<file path="config.mk">
export PLATFORM = sky130hd
export DESIGN_NAME = last_change_ind
export DESIGN_NICKNAME = d
export VERILOG_FILES = /design/src/rtl/lci_pkg.sv /design/src/rtl/lci_sync.sv /design/src/rtl/lci_change_det.sv /design/src/rtl/lci_last_tracker.sv /design/src/rtl/last_change_ind.sv
export SDC_FILE = /design/constraint.sdc
export NUM_CORES = 1
export LEC_CHECK = 0
export ABC_AREA = 1
export BUFFER_PORTS_ARGS = -buffer_cell sky130_fd_sc_hd__buf_2
export CAP_MARGIN = 10
export CORE_AREA = 4 4 41 43
export DETAILED_ROUTE_END_ITERATION = 16
export DIE_AREA = 0 0 45 47
export PLACE_DENSITY = 0.41
export SLEW_MARGIN = 0
export SYNTH_ARGS = -nofsm -noshare
export SYNTH_HDL_FRONTEND = slang
export SYNTH_SLANG_ARGS = --single-unit
</file>
<file path="constraint.sdc">
create_clock -name clk_i -period 2.22 [get_ports clk_i]
set_clock_uncertainty 0.1 [all_clocks]
set_input_delay 0.222 -clock clk_i [delete_from_list [all_inputs] [get_ports clk_i]]
set_output_delay 0.222 -clock clk_i [all_outputs]
set_load 0.01 [all_outputs]
</file>
<file path="src/rtl/lci_pkg.sv">
package lci_pkg;
  typedef enum logic [1:0] {
    EV_NONE = 2'd0,
    EV_ONE  = 2'd1,
    EV_MANY = 2'd2
  } chg_ev_e;
endpackage

</file>
<file path="src/rtl/lci_sync.sv">
module lci_sync #(
  parameter int WIDTH  = 2,
  parameter int STAGES = 2
) (
  input  logic             clk_i,
  input  logic             rst_ni,
  input  logic [WIDTH-1:0] d_i,
  output logic [WIDTH-1:0] q_o
);
  logic [STAGES-1:0][WIDTH-1:0] chain_q;

  always_ff @(posedge clk_i or negedge rst_ni) begin
    if (!rst_ni) begin
      chain_q <= '0;
    end else begin
      chain_q[0] <= d_i;
      for (int s = 1; s < STAGES; s++) chain_q[s] <= chain_q[s-1];
    end
  end

  assign q_o = chain_q[STAGES-1];
endmodule

</file>
<file path="src/rtl/lci_change_det.sv">
module lci_change_det
  import lci_pkg::*;
#(
  parameter int WIDTH = 2
) (
  input  logic             clk_i,
  input  logic             rst_ni,
  input  logic [WIDTH-1:0] sync_i,
  output logic [WIDTH-1:0] chg_o,
  output chg_ev_e          ev_o
);
  localparam int CNT_W = $clog2(WIDTH + 1);

  logic [WIDTH-1:0] ref_q;
  logic [CNT_W-1:0] n_chg;

  // reference resets low: a high input at release reads as a rise
  always_ff @(posedge clk_i or negedge rst_ni) begin
    if (!rst_ni) ref_q <= '0;
    else         ref_q <= sync_i;
  end

  assign chg_o = sync_i ^ ref_q;

  always_comb begin
    n_chg = '0;
    for (int i = 0; i < WIDTH; i++) n_chg = n_chg + CNT_W'(chg_o[i]);
  end

  always_comb begin
    if (n_chg == '0)      ev_o = EV_NONE;
    else if (n_chg == 1)  ev_o = EV_ONE;
    else                  ev_o = EV_MANY;
  end

  // a change seen this cycle is absorbed into the reference next cycle
  a_r6_change_consumed: assert property (@(posedge clk_i) disable iff (!rst_ni)
    (chg_o != '0) |=> (ref_q == $past(sync_i)));
endmodule

</file>
<file path="src/rtl/lci_last_tracker.sv">
module lci_last_tracker
  import lci_pkg::*;
#(
  parameter int WIDTH = 2
) (
  input  logic             clk_i,
  input  logic             rst_ni,
  input  logic [WIDTH-1:0] chg_i,
  input  chg_ev_e          ev_i,
  output logic [WIDTH-1:0] last_o
);
  logic [WIDTH-1:0] last_q;

  always_ff @(posedge clk_i or negedge rst_ni) begin
    if (!rst_ni)              last_q <= '0;
    else if (ev_i == EV_ONE)  last_q <= chg_i;
  end

  assign last_o = last_q;

  a_r4_excl: assert property (@(posedge clk_i) disable iff (!rst_ni)
    $onehot0(last_q));

  a_r5_hold_quiet: assert property (@(posedge clk_i) disable iff (!rst_ni)
    (ev_i == EV_NONE) |=> $stable(last_q));

  a_r6_hold_multi: assert property (@(posedge clk_i) disable iff (!rst_ni)
    (ev_i == EV_MANY) |=> $stable(last_q));

  // a lone change selects its own output
  a_r2_single_sel: assert property (@(posedge clk_i) disable iff (!rst_ni)
    (ev_i == EV_ONE) |=> (last_q == $past(chg_i)));
endmodule

</file>
<file path="src/rtl/last_change_ind.sv">
module last_change_ind
  import lci_pkg::*;
#(
  parameter int SYNC_STAGES = 2
) (
  input  logic clk_i,
  input  logic rst_ni,
  input  logic x1_i,
  input  logic x2_i,
  output logic z1_o,
  output logic z2_o
);
  localparam int NUM_IN = 2;

  logic [NUM_IN-1:0] x_raw, x_sync, chg, last;
  chg_ev_e           ev;

  assign x_raw = {x2_i, x1_i};

  lci_sync #(.WIDTH(NUM_IN), .STAGES(SYNC_STAGES)) sync_i (
    .clk_i (clk_i),
    .rst_ni(rst_ni),
    .d_i   (x_raw),
    .q_o   (x_sync)
  );

  lci_change_det #(.WIDTH(NUM_IN)) det_i (
    .clk_i (clk_i),
    .rst_ni(rst_ni),
    .sync_i(x_sync),
    .chg_o (chg),
    .ev_o  (ev)
  );

  lci_last_tracker #(.WIDTH(NUM_IN)) trk_i (
    .clk_i (clk_i),
    .rst_ni(rst_ni),
    .chg_i (chg),
    .ev_i  (ev),
    .last_o(last)
  );

  assign z1_o = last[0];
  assign z2_o = last[1];

  a_r4_ports_excl: assert property (@(posedge clk_i) disable iff (!rst_ni)
    !(z1_o && z2_o));

  // an x2-only synchronised change raises z2 one cycle later
  a_r3_x2_sel: assert property (@(posedge clk_i) disable iff (!rst_ni)
    (chg == 2'b10) |=> (z2_o && !z1_o));
endmodule

</file>
Word-level counts from Yosys, hierarchy flattened
Cells that the tools add are included.
{"block": "totals", "register_bits": 8, "input_bits": 4, "out_inout_bits": 2, "elab_cells": 11}
{"block": "op_classes", "n_addsub": 1, "eq_ne": 2, "mux": 2, "n_bitwise": 1, "reduce_logical": 1}
{"operator": "== test 2 x 1 -> 1 bit (second input constant)", "count": 2}
{"operator": "2-to-1 mux 2 bit", "count": 2}
{"operator": "adder 1 x 1 -> 2 bit", "count": 1}
{"operator": "logical NOT 2 bit", "count": 1}
{"operator": "bitwise XOR 2 bit", "count": 1}

Logic depth before layout (Yosys ltp)
{"block": "depth", "ltp_word": 6, "depth_mapped": 6, "mapped_depth_nobuf": 6}

Modules after synthesis
Synthesis repeated with hierarchy kept, for this count alone.
{"block": "unflattened", "cells_unflattened": 29, "area_unflattened_um2": 300.3}
{"module": "lci_sync", "n_inst": 1, "cells_each": 6, "area_each_um2": 115.1, "seq_area_each_um2": 100.1}
{"module": "lci_change_det", "n_inst": 1, "cells_each": 13, "area_each_um2": 100.1, "seq_area_each_um2": 50.0}
{"module": "lci_last_tracker", "n_inst": 1, "cells_each": 10, "area_each_um2": 85.1, "seq_area_each_um2": 50.0}

Least setup slack after synthesis
OpenSTA, ideal clock, no wires.
{"block": "synth_path", "path_type": "register to register", "startpoint": "register sync_i.chain_q (netlist bit sync_i.q_o[0])", "endpoint": "register trk_i.last_q[0] (netlist: trk_i.last_o[0])", "setup_time_ps": 117, "arrival_time_ps": 682, "required_time_ps": 2003, "setup_slack_ps": 1322, "path_stages_with_launch": 7, "n_path_buf": 0, "period_less_slack_ps": 898, "path_cell_list": "dfrtp_1 > inv_1 > nand2_1 > nand2_1 > nand2_1 > nand2_1 > nand2_1"}
{"block": "synth_between", "elab_chain_cells": 6, "word_cells_on_any_way": 7, "cone_classes": "1 x add/sub; 2 x eq/ne; 2 x mux; 1 x bitwise; 1 x reduce/logical"}
{"item": "start, declared", "line_no": "lci_sync.sv:10", "source": "logic [STAGES-1:0][WIDTH-1:0] chain_q;"}
{"item": "bitwise XOR 2 bit *", "line_no": "lci_change_det.sv:23", "source": "assign chg_o = sync_i ^ ref_q;"}
{"item": "adder 1 x 1 -> 2 bit", "line_no": "lci_change_det.sv:27", "source": "for (int i = 0; i < WIDTH; i++) n_chg = n_chg + CNT_W'(chg_o[i]);"}
{"item": "== test 2 x 1 -> 1 bit", "line_no": "lci_change_det.sv:32", "source": "else if (n_chg == 1) ev_o = EV_ONE;"}
{"item": "2-to-1 mux 2 bit", "line_no": "lci_change_det.sv:32"}
{"item": "2-to-1 mux 2 bit", "line_no": "lci_change_det.sv:31", "source": "if (n_chg == '0) ev_o = EV_NONE;"}
{"item": "== test 2 x 1 -> 1 bit", "line_no": "lci_last_tracker.sv:16", "source": "else if (ev_i == EV_ONE) last_q <= chg_i;"}
{"item": "end signal, assigned", "line_no": "lci_last_tracker.sv:16"}
{"item": "end, declared", "line_no": "lci_last_tracker.sv:12", "source": "logic [WIDTH-1:0] last_q;"}
Mark *: on every way between the ends. The rest lies on a longest branch, timed or not.
A chain may end at the register's enable or synchronous reset.

Worst setup path in the final report
{"block": "layout_path", "startpoint": "register trk_i.last_q[0] (netlist: trk_i.last_o[0])", "endpoint": "output z1_o"}
{"item": "end, declared", "line_no": "last_change_ind.sv:10", "source": "output logic z1_o,"}
No word-level cell between the ends.

==> results.json <==
{
  "drt-wirelength-per-cell_um": 7.59,
  "cpPeakStageDelay_ns": 0.37,
  "grt_max_degree": 9,
  "syn_to_final_growth_pct": 35.6,
  "max-slew-margin-rel": 0.887,
  "cts_resized": 0,
  "root_buffer": "clkbuf_4",
  "yosysTopAreaCell": "dfrtp_1",
  "portBuffers": 5,
  "finalWorstSetupSlack_ns": 1.14,
  "yosys-top-cells-area": "dfrtp_1 (74%), nand2_1 (11%), inv_1 (8.3%), nand2_2 (2.3%), nor2_2 (2.3%)",
  "leakage_uw": 0.000197,
  "power.density_nw_per_um2": 825,
  "syn_inst": 25,
  "crit_path_max_fanout": 2,
  "worst-setup-path-type": "flop to output pin",
  "core_um2": 1300,
  "gr-total-overflow": 0,
  "status": "finished, final reports clean",
  "globalplace.congestion": 0.540,
  "maxCapViolCount": 0,
  "drv_slew": 0,
  "path_clk_slew_ns": 0.05,
  "ys_ff_latch": 8,
  "fp.dieW_um": 45,
  "firstDrtPassIters": 4,
  "postCtsSetupBuffers": 0,
  "start_kind": "flop",
  "ff_latch_area_um2": 200,
  "avgSynthCellArea_um2": 10.8,
  "placed_cells": 45,
  "end_kind": "output pin",
  "synth_nets": 29,
  "yosysSeqAreaShare": 0.741,
  "die_y_um": 47,
  "reg2reg_slack_ns": 1.27,
  "drive_above_1_share": 0.278,
  "drt_iter0_drc": 5,
  "tns_ns": 0,
  "ant_nets": 0,
  "finalSetupViolations": 0,
  "rr_worst_depth": 6,
  "layout.nets": 42,
  "grt_pass1_vias": 190,
  "grt_use_met2": 0.0678,
  "grt_busiest_layer": "met4",
  "min_period_over_period": 0.486,
  "drt_wl_total_um": 387,
  "grt_usage": 0.0550,
  "nFillCells": 148,
  "num_io_pins": 6,
  "clock_latency_ns": 0.25,
  "synth_cell_types": 6,
  "cp.arrival_ns": 0.76,
  "finalHoldViolCount": 0,
  "max_slew.worst_pin.slew_ns": 0.170,
  "via_per_inst": 3.37,
  "antennaDiodeCount": 0,
  "cts_buffers": 3,
  "pre_cts_slack_ns": 1.28,
  "hp-class": "input port to asynchronous set/reset pin",
  "grt_pass1_wl_um": 731,
  "critPathTopFamily": "flip-flops",
  "finalWorstPathRequiredPeriod_ns": 1.08,
  "fmax_mhz": 927,
  "cpMaxStageDelayCell": "dfrtp_1",
  "antenna_found_initial": 0,
  "ir_drop_v": 0.000254,
  "grt_util_met1": 0.0561,
  "cts_max_level": 1,
  "yosys.area.top_type_share": 0.741,
  "start_util": 0.208,
  "synth.cell_area_um2": 270,
  "mostFrequentLayoutCells": "nand2_1 (8), dfrtp_1 (8), inv_1 (6)",
  "drc": 0,
  "multi_input_area_um2": 47.5,
  "dieArea_um2": 2120,
  "via_count": 172,
  "grt_use_met3": 0.0345,
  "critPathBufInv": 1,
  "critPathRequiredTime_ns": 1.90,
  "cts_tree": "yes",
  "rsz0062_at_grt": "false",
  "rows": 13,
  "critical_path_depth": 1,
  "hold_buffers": 3,
  "fin_cells": 51,
  "cp_cell_sequence": "buf_2",
  "yosys_warnings": 0,
  "clockBufferDepth": 2,
  "cts_sinks": 8
}
power breakdown:
group / leakage [uW] / switching, uW / internal, uW
Combinational: 0.0000901 / 16.4 / 14.5
Clock: 0.0000138 / 47.5 / 61.7
Sequential: 0.0000932 / 5.02 / 157
registers in the layout (all words and copies together), names as in the netlist:
signal	count
det_i.ref_q	2
trk_i.last_o	2
sync_i.q_o	2
sync_i.chain_q	2
worst paths after layout:
path,from,to
setup / recovery,trk_i.last_o[0],z1_o
hold reg to reg,sync_i.chain_q[0],sync_i.q_o[0]
max in group asynchronous,rst_ni,det_i.ref_q[1]
hold / removal,rst_ni,sync_i.chain_q[0]
setup reg to reg,sync_i.q_o[0],trk_i.last_o[0]
min in group clk_i,sync_i.chain_q[0],sync_i.q_o[0]
worst register-to-register path: stages (launching register included):
cell and delay, ns:
dfrtp_1 0.38, inv_1 0.06, nand2_1 0.04, nand2_1 0.08, nand2_1 0.08, nand2_1 0.06, nand2_1 0.04
final cells by class:
cell class,instances,area share
Timing Repair Buffer,8,0.150
Multi-Input combinational cell,11,0.130
Inverter,6,0.0614
Sequential cell,8,0.546
Clock buffer,3,0.0614
Tap cell,15,0.0512
through the flow:
step	hold slack, ns	area, um^2	utilization	power, uW
4_1_cts	0.231	367	0.282	311
6_report	0.236	367	0.282	302
2_1_floorplan	-0.174	270	-	179
5_1_grt	0.244	367	0.282	325
3_3_place_gp	-0.0323	314	0.241	191
3_5_place_dp	-0.0257	314	0.241	193
cell usage after synthesis:
cell type  n
inv_1      6
nand2_1    8
a21oi_1    1
nor2_2     1
nand2_2    1
dfrtp_1    8
routing by layer:
metal,share of wire,wire length [um],up-vias
li1,-,-,92
met2,0.44,170,6
met3,0.096,37,0
met5,0,0,-
met1,0.46,179,74
met4,0,0,0
cells by family (layout without fill, tap and decap cells):
| logic type | after synthesis | count (layout) | share of synthesized area |
|---|---|---|---|
| simple gates | 10 | 10 | 0.157 |
| flops | 8 | 8 | 0.741 |
| buf+inv | 6 | 17 | 0.0833 |
| compound gates | 1 | 1 | 0.0185 |
(Power assumes the default switching activity.)
